**src/rtl/phrp_pkg.sv**
```systemverilog
// Shared widths and types for the phased register port.
// Assumes a 32-bit bus, 64-bit registers and a 6-bit address.
package phrp_pkg;
    localparam int BUS_W  = 32;
    localparam int WORD_W = 2 * BUS_W;
    localparam int ADDR_W = 6;

    typedef logic [BUS_W-1:0]  half_t;
    typedef logic [WORD_W-1:0] word_t;
    typedef logic [ADDR_W-1:0] addr_t;
endpackage

```
**src/rtl/phrp_stage.sv**
```systemverilog
// Half-word assembly. Holds the high-phase word of a wide write and
// presents a completed write during the low-phase cycle.
// Assumes the high-phase cycle precedes the low-phase cycle.
module phrp_stage
    import phrp_pkg::*;
(
    input  logic  clk,
    input  logic  rst_n,
    input  logic  phase,
    input  logic  mode64,
    input  logic  wr_act,
    input  half_t dat_i,
    output logic  wr_en,
    output logic  wr_full,
    output word_t wr_data
);
    half_t hi_q;

    // capture the upper half during a wide high-phase write
    always_ff @(posedge clk) begin
        if (!rst_n)
            hi_q <= '0;
        else if (wr_act && phase && mode64)
            hi_q <= dat_i;
    end

    // a write completes only in the low phase
    always_comb begin
        wr_en   = wr_act && !phase;
        wr_full = mode64;
        wr_data = {hi_q, dat_i};
    end
endmodule

```
**src/rtl/phrp_regfile.sv**
```systemverilog
// Bank of NREG 64-bit registers. A full write replaces the whole word,
// a partial write replaces the lower half only.
// Assumes addresses at or above NREG select nothing.
module phrp_regfile
    import phrp_pkg::*;
#(
    parameter int NREG = 16
) (
    input  logic                  clk,
    input  logic                  rst_n,
    input  logic                  wr_en,
    input  logic                  wr_full,
    input  addr_t                 addr,
    input  word_t                 wr_data,
    output logic [NREG-1:0][WORD_W-1:0] regs
);
    for (genvar g = 0; g < NREG; g++) begin : g_reg
        logic hit;
        assign hit = (addr == ADDR_W'(g));

        // update one register when its address is written
        always_ff @(posedge clk) begin
            if (!rst_n) begin
                regs[g] <= '0;
            end else if (wr_en && hit) begin
                regs[g][BUS_W-1:0] <= wr_data[BUS_W-1:0];
                if (wr_full)
                    regs[g][WORD_W-1:BUS_W] <= wr_data[WORD_W-1:BUS_W];
            end
        end
    end
endmodule

```
**src/rtl/phrp_rdpath.sv**
```systemverilog
// Read path: picks the half named by phase, registers it, and registers
// the pad drive enable so direction changes take one cycle.
// Assumes out-of-range addresses read as zero.
module phrp_rdpath
    import phrp_pkg::*;
#(
    parameter int NREG = 16
) (
    input  logic                        clk,
    input  logic                        rst_n,
    input  logic                        phase,
    input  logic                        rd_act,
    input  logic                        oe_n,
    input  addr_t                       addr,
    input  logic [NREG-1:0][WORD_W-1:0] regs,
    output half_t                       dat_o,
    output logic                        dat_oe
);
    localparam int IDX_W = (NREG > 1) ? $clog2(NREG) : 1;

    logic  in_range;
    word_t sel_word;
    half_t sel_half;

    // choose the addressed word and the half for this phase
    always_comb begin
        in_range = (int'(addr) < NREG);
        sel_word = in_range ? regs[addr[IDX_W-1:0]] : '0;
        sel_half = phase ? sel_word[WORD_W-1:BUS_W] : sel_word[BUS_W-1:0];
    end

    // register read data and the drive enable
    always_ff @(posedge clk) begin
        if (!rst_n) begin
            dat_o  <= '0;
            dat_oe <= 1'b0;
        end else begin
            dat_oe <= rd_act && !oe_n;
            if (rd_act)
                dat_o <= sel_half;
        end
    end
endmodule

```
**src/rtl/phrp_search.sv**
```systemverilog
// Search trigger: one-cycle pulse after a completed comparand write
// that carried the search request.
// Assumes wr_en is already qualified by enable, direction and phase.
module phrp_search
    import phrp_pkg::*;
#(
    parameter int CMP_ADDR = 0
) (
    input  logic  clk,
    input  logic  rst_n,
    input  logic  wr_en,
    input  logic  srch_n,
    input  addr_t addr,
    output logic  search_start
);
    // raise the pulse for one cycle on a qualifying write
    always_ff @(posedge clk) begin
        if (!rst_n)
            search_start <= 1'b0;
        else
            search_start <= wr_en && !srch_n && (addr == ADDR_W'(CMP_ADDR));
    end
endmodule

```
**src/rtl/phased_reg_port.sv**
```systemverilog
// Top of the phased register port: decodes the strobes and wires the
// staging, register bank, read path and search trigger together.
// Assumes phase alternates high then low for each access.
module phased_reg_port
    import phrp_pkg::*;
#(
    parameter int NREG     = 16,
    parameter int CMP_ADDR = 0
) (
    input  logic        clk,
    input  logic        rst_n,
    input  logic        phase,
    input  logic        mode64,
    input  logic        cen_n,
    input  logic        rwn,
    input  logic        oe_n,
    input  logic        srch_n,
    input  logic [5:0]  addr,
    input  logic [31:0] dat_i,
    output logic [31:0] dat_o,
    output logic        dat_oe,
    output logic        search_start
);
    logic wr_act, rd_act, wr_en, wr_full;
    word_t wr_data;
    logic [NREG-1:0][WORD_W-1:0] regs;

    // strobe decode
    always_comb begin
        wr_act = !cen_n && !rwn;
        rd_act = !cen_n && rwn;
    end

    phrp_stage u_stage (
        .clk(clk), .rst_n(rst_n), .phase(phase), .mode64(mode64),
        .wr_act(wr_act), .dat_i(dat_i),
        .wr_en(wr_en), .wr_full(wr_full), .wr_data(wr_data)
    );

    phrp_regfile #(.NREG(NREG)) u_regs (
        .clk(clk), .rst_n(rst_n), .wr_en(wr_en), .wr_full(wr_full),
        .addr(addr), .wr_data(wr_data), .regs(regs)
    );

    phrp_rdpath #(.NREG(NREG)) u_rd (
        .clk(clk), .rst_n(rst_n), .phase(phase), .rd_act(rd_act),
        .oe_n(oe_n), .addr(addr), .regs(regs),
        .dat_o(dat_o), .dat_oe(dat_oe)
    );

    phrp_search #(.CMP_ADDR(CMP_ADDR)) u_srch (
        .clk(clk), .rst_n(rst_n), .wr_en(wr_en), .srch_n(srch_n),
        .addr(addr), .search_start(search_start)
    );
endmodule

```
**config.mk**
```make
export PLATFORM = sky130hd
export DESIGN_NAME = phased_reg_port
export DESIGN_NICKNAME = d
export VERILOG_FILES = /design/src/rtl/phrp_pkg.sv /design/src/rtl/phrp_stage.sv /design/src/rtl/phrp_regfile.sv /design/src/rtl/phrp_rdpath.sv /design/src/rtl/phrp_search.sv /design/src/rtl/phased_reg_port.sv
export SDC_FILE = /design/constraint.sdc
export NUM_CORES = 2
export LEC_CHECK = 0
export BUFFER_PORTS_ARGS = -buffer_cell sky130_fd_sc_hd__buf_2
export CAP_MARGIN = 20
export CORE_ASPECT_RATIO = 2
export CORE_MARGIN = 2
export CORE_UTILIZATION = 43
export DETAILED_ROUTE_END_ITERATION = 8
export HOLD_SLACK_MARGIN = 0.06
export PLACE_DENSITY = 0.7
export SYNTH_ARGS = -nofsm -noshare
export SYNTH_HDL_FRONTEND = slang
export SYNTH_HIERARCHICAL = 1
export SYNTH_SLANG_ARGS = --single-unit
export TNS_END_PERCENT = 5
```
**constraint.sdc**
```tcl
create_clock -name clk -period 1.77 [get_ports clk]
set_input_delay 0 -clock clk [delete_from_list [all_inputs] [get_ports clk]]
set_output_delay 0 -clock clk [all_outputs]
set_load 0.01 [all_outputs]
```
# Word-level counts from Yosys, hierarchy flattened
# Cells that the tools add are included.
# W data, S select, Z words.
[word_totals] reg_bits=1090 latch_bits=0 ram_bits=0 mem_bits_ro=0 input_bits=46 output_inout_bits=34 wordCells=103 memories=0
[op_classes] add_sub_neg=0 mul=0 div_mod_pow=0 magnitude_cmp=2 n_eq_ne=15 n_shift=0 muxes=4 bitwise_logic=0 reduce_logical=46
[op_table] operator="$bmux W64 S4" count=1
[op_table] operator="$mux W64" count=2
[op_table] operator="$eq A6 B4 Y1 const B" count=8
[op_table] operator="$mux W32" count=1
[op_table] operator="$reduce_and A2 Y1" count=16
[op_table] operator="$eq A6 B3 Y1 const B" count=4
[op_table] operator="$logic_and A1 B1 Y1" count=24
[op_table] operator="$eq A6 B2 Y1 const B" count=2
[op_table] operator="$eq A6 B1 Y1 const B" count=1
[op_table] operator="$logic_not A6 Y1" count=1
[op_table] operator="$lt A6 B5 Y1 const B" count=1
[op_table] operator="$logic_not A1 Y1" count=5
[op_table] operator="$lt A4 B5 Y1 const B" count=1

# Longest topological paths before layout
[depth] depth_word=5 depth_mapped=9 depth_no_buf=5

# By module
# Netlist, hierarchy kept.
[by_module_without_submodules] module="phrp_regfile" instances=1 cells_each=3473 area_per_inst_um2=36289.8 seq_area_each_um2=20499.7
[by_module_without_submodules] module="phrp_rdpath" instances=1 cells_each=948 area_per_inst_um2=10251.1 seq_area_each_um2=660.6
[by_module_without_submodules] module="phrp_stage" instances=1 cells_each=174 area_per_inst_um2=1567.8 seq_area_each_um2=640.6
[by_module_without_submodules] module="phrp_search" instances=1 cells_each=5 area_per_inst_um2=45.0 seq_area_each_um2=20.0
[by_module_without_submodules] module="phased_reg_port" instances=1 cells_each=2 area_per_inst_um2=12.5 seq_area_each_um2=0.0

# Least setup slack after synthesis
# OpenSTA, ideal clock, no wires.
[synth_timing] kind="in2reg" startpoint="in cen_n" endpoint="reg u_regs/regs[545] in the netlist's numbering" setup_time_ps=142 arrival_ps=1659 required_time_ps=1628 setup_slack_ps=-31 path_stages=7 n_path_buf=2 path_cell_list="nor2_1 -> nor2b_1 -> clkbuf_1 -> nor4bb_1 -> nand2_1 -> buf_1 -> mux2i_1"
[synth_between] elab_chain_cells=5
[synth_rtl] item="start, declared" line_no="phased_reg_port.sv:14" source="input logic cen_n,"
[synth_rtl] item="$logic_not A1 Y1" line_no="phased_reg_port.sv:30" source="wr_act = !cen_n && !rwn;"
[synth_rtl] item="$logic_and A1 B1 Y1" line_no="phased_reg_port.sv:30"
[synth_rtl] item="$logic_and A1 B1 Y1" line_no="phrp_stage.sv:29" source="wr_en = wr_act && !phase;"
[synth_rtl] item="via wr_en" line_no="phased_reg_port.sv:24" source="logic wr_act, rd_act, wr_en, wr_full;"
[synth_rtl] item="$logic_and A1 B1 Y1" line_no="phrp_regfile.sv:25" source="end else if (wr_en && hit) begin"
[synth_rtl] item="$reduce_and A2 Y1 (no source line)"
[synth_rtl] item="end signal, assigned by index" line_no="phrp_regfile.sv:26" source="regs[g][BUS_W-1:0] <= wr_data[BUS_W-1:0];"
[synth_rtl] item="end signal, assigned by index" line_no="phrp_regfile.sv:28" source="regs[g][WORD_W-1:BUS_W] <= wr_data[WORD_W-1:BUS_W];"
[synth_rtl] item="end, declared" line_no="phrp_regfile.sv:15" source="output logic [NREG-1:0][WORD_W-1:0] regs"
# The timed path passes the listed nets, and every way through them passes these cells.
# A chain may end at the register's enable or synchronous reset.

# Worst setup path in the final report
[layout_timing] startpoint="in addr[2]" endpoint="reg u_rd.dat_o[18]"
[layout_between] elab_chain_cells=4 elab_cells_between_ends=5 cone_classes="order compare (1); mux (4)"
[layout_rtl] item="start, declared" line_no="phased_reg_port.sv:18" source="input logic [5:0] addr,"
[layout_rtl] item="$bmux W64 S4" line_no="phrp_rdpath.sv:28" source="sel_word = in_range ? regs[addr[IDX_W-1:0]] : '0;"
[layout_rtl] item="$mux W64 (implied by the code)" line_no="phrp_rdpath.sv:28"
[layout_rtl] item="$mux W64 *" line_no="phrp_rdpath.sv:28"
[layout_rtl] item="$mux W32 *" line_no="phrp_rdpath.sv:29" source="sel_half = phase ? sel_word[WORD_W-1:BUS_W] : sel_word[BUS_W-1:0];"
[layout_rtl] item="end signal, assigned" line_no="phrp_rdpath.sv:40" source="dat_o <= sel_half;"
[layout_rtl] item="end, declared" line_no="phrp_rdpath.sv:16" source="output half_t dat_o,"
# Every way passes the cells marked *; elsewhere a longest branch is shown, timed or not. The select of a mux whose other input is x is not followed.

==> results.sh <==
export IMPL_rsz0062_at_grt="false"
export IMPL_wire_per_inst_um=24.4
export IMPL_layout_commonest_cell="nand2_1"
export IMPL_die_area_sq_um=115000
export IMPL_ys_flop_type="dfxtp_1"
export IMPL_cts_setup_buffers=0
export IMPL_rows=173
export IMPL_startpoint_type="input pin"
export IMPL_ant_nets=0
export IMPL_synth_cell_types=50
export IMPL_fmax_mhz=587
export IMPL_clock_sinks=1090
export IMPL_cp_slowest_stage_delay_ns=0.64
export IMPL_end_kind="register"
export IMPL_cts_tree="built"
export IMPL_cp_buffers_inverters=4
export IMPL_combPwrFrac_pct=6.3
export IMPL_netlist_instances=4602
export IMPL_grt_pass1_wl_um=231000
export IMPL_synth_nets=4648
export IMPL_critPathArrivalTime_ns=2.27
export IMPL_drv_cap=0
export IMPL_dp_hpwl_um=104000
export IMPL_cts_made_buffers=90
export IMPL_cts_htree_levels=3
export IMPL_status="finished, final reports clean"
export IMPL_report_final_setup_viol=0
export IMPL_path_max_fanout=30
export IMPL_firstDrtPassIters=5
export IMPL_drc=0
export IMPL_p_leak_nw=21.8
export IMPL_layout_common_cells="nand2_1 (1,196), mux2i_1 (1,194), dfxtp_1 (1,090)"
export IMPL_syn2layout_area_growth_pct=18.3
export IMPL_swShare_pct=23.5
export IMPL_first_global_vias=37100
export IMPL_drive_gt1_share_pct=19.5
export IMPL_finalCriticalPeriod_ns=1.70
export IMPL_clock_root_buffer="clkbuf_16"
export IMPL_drt_iter0_markers=2405
export IMPL_cp_cell_sequence="buf_8 -> dlygate4sd3_1 -> buf_12 -> buf_16 -> mux2_2 -> o22ai_1 -> a221oi_2 -> o221ai_1 -> a311oi_1"
export IMPL_io_pins=80
export IMPL_clk_pin_slew_ns=0.07
export IMPL_clock_latency_ns=0.69
export IMPL_finalHoldViolations=0
export IMPL_seqCellArea_sq_um=21800
export IMPL_track_usage_pct=26.7
export IMPL_core_sq_um=111000
export IMPL_fin_tns_setup_ns=0
export IMPL_intPower_mw=38.4
export IMPL_multi_input_area_sq_um=24200
export IMPL_power_per_cell_area_nw_per_um2=881
export IMPL_cp_required_ns=2.34
export IMPL_seqPwrFrac_pct=48.9
export IMPL_skew_ns=0.0262
export IMPL_gp_congestion=0.845
export IMPL_die_w_um=241
export IMPL_totalWireLength_um=155000
export IMPL_synth_seq_area_share_pct=45.3
export IMPL_ir_worst_vdd_v=0.000753
export IMPL_grt_ovfl_total=0
export IMPL_syn_avg_cell_area_sq_um=10.5
export IMPL_start_util_pct=43.4
export IMPL_p_total_mw=50.2
export IMPL_antenna_found_initial=7
export IMPL_path_delay_family="buffers and inverters"
export IMPL_port_buffers=79
export IMPL_worst_hold_path_type="input pin to register"
export IMPL_clkPwrFrac_pct=44.8
export IMPL_final_nets=4830
export IMPL_fillers=9542
export IMPL_synth_seq_cells=1090
export IMPL_slowest_stage="dlygate4sd3_1"
export IMPL_syn_area_sq_um=48200
export IMPL_viasPerCell=5.67
export IMPL_die_y_um=477
export IMPL_fin_crit_sh_pct=96.3
export IMPL_async_flop_share_pct=0
export IMPL_p_sw_mw=11.8
export IMPL_grt_max_degree=76
export IMPL_ys_warn_count=6
export IMPL_via_count=36000
export IMPL_synth_enable_flop_cells=0
export IMPL_tightest_slew_ns=1.13
export IMPL_hold_worst_slack_ns=0.0998
export IMPL_crit_type="input pin to register"
export IMPL_drv_slew=0
export IMPL_clockBufferDepth=3
export IMPL_relSlewSlack_pct=24.8
==> cell usage after synthesis (4+ instances only) <==
| cell | count | area, sq um |
|---|---|---|
| a211oi_1 | 6 | 45.0 |
| a221oi_2 | 29 | 435 |
| a311oi_1 | 30 | 263 |
| a31oi_1 | 10 | 62.6 |
| buf_1 | 33 | 124 |
| buf_12 | 4 | 80.1 |
| buf_2 | 114 | 571 |
| buf_4 | 45 | 338 |
| buf_6 | 23 | 259 |
| clkbuf_1 | 225 | 845 |
| dfxtp_1 | 1090 | 21800 |
| inv_1 | 30 | 113 |
| mux2_2 | 116 | 1310 |
| mux2i_1 | 1194 | 12000 |
| mux4_2 | 160 | 3600 |
| nand2_1 | 1202 | 4510 |
| nand2b_1 | 32 | 200 |
| nor2_1 | 65 | 244 |
| nor2b_1 | 9 | 56.3 |
| nor3b_1 | 4 | 30.0 |
| nor4_1 | 23 | 144 |
| o211ai_1 | 10 | 75.1 |
| o21ai_0 | 20 | 100 |
| o221ai_1 | 30 | 263 |
| o22a_1 | 10 | 87.6 |
| o22ai_1 | 54 | 338 |
==> final timing paths <==
path	start	to	slack, ns	cells past startpoint
worst min register to register	u_regs/regs[198]	u_regs/regs[198]	0.45	2
worst min-delay path	rst_n	u_regs/regs[203]	0.1	6
worst max register to register	u_regs/regs[703]	u_rd/dat_o[31]	0.12	4
worst max-delay path	addr[2]	u_rd/dat_o[18]	0.07	9
==> state kept, by name, indices dropped and copies added, names as in the netlist <==
signal               cells
u_rd/dat_o              32
u_regs/regs           1024
u_stage/hi_q            32
u_rd/dat_oe              1
u_srch/search_start      1
==> worst register-to-register path, cell delays in order, from the launching register on <==
cell       delay (ns)
dfxtp_1          0.32
mux4_2           0.45
nor2b_1          0.16
a2111oi_0        0.48
nor4_1           0.11
==> layout make-up <==
type | instances | area share, %
Antenna cell | 3 | 0.0132
Clock buffer | 115 | 4.49
Clock inverter | 53 | 1.29
Inverter | 30 | 0.198
Multi-Input combinational cell | 3033 | 42.5
Sequential cell | 1090 | 38.3
Tap cell | 1487 | 3.27
Timing Repair Buffer | 539 | 9.98
==> timing repair <==
item                                    4_1_cts  5_1_grt
hold buffers                                105        0
hold endpoints to repair                    655        0
gates resized for setup                       0        1
endpoints found under the setup margin        0        1
==> metal layers <==
layer / track usage (%) / routed length, um / vias up
li1: - / - / 16300
met1: 30.3 / 58400 / 18000
met2: 46.6 / 77100 / 1277
met3: 4.09 / 8750 / 477
met4: 16.5 / 10900 / 4
met5: 0 / 24 / -
==> power by group through the flow <==
| stage | Sequential [mW] | Combinational, mW | Clock, mW |
|---|---|---|---|
| 2_1_floorplan | 25.1 | 1.69 | 0 |
| 3_3_place_gp | 25.1 | 2.91 | 0 |
| 3_5_place_dp | 25.1 | 2.93 | 0 |
| 4_1_cts | 24.6 | 3.11 | 22.7 |
| 5_1_grt | 24.6 | 3.27 | 23.5 |
| 6_report | 24.6 | 3.15 | 22.5 |
==> metrics by stage <==
stage               utilization, %  setup WS, ns  cell area (sq um)  std cells
finish                        51.3        0.0654              57000       6350
global route                  51.3       0.00521              57000       6349
CTS                           51.3         0.129              57000       6347
detailed placement            47.4        -0.148              52600       6074
global placement              47.4        -0.120              52600       6074
floorplan                        -        0.0549              48200       4602
==> logic make-up after synthesis <==
| kind of cell | count (synthesis) | share of synthesized area [%] |
|---|---|---|
| multiplexers | 1470 | 35.0 |
| AO/OA/AOI/OAI | 204 | 3.56 |
| buffers and inverters | 479 | 4.94 |
| flip-flops | 1090 | 45.3 |
| AND/OR/NAND/NOR | 1359 | 11.2 |
No activity file was read; power rests on OpenSTA's default activity.
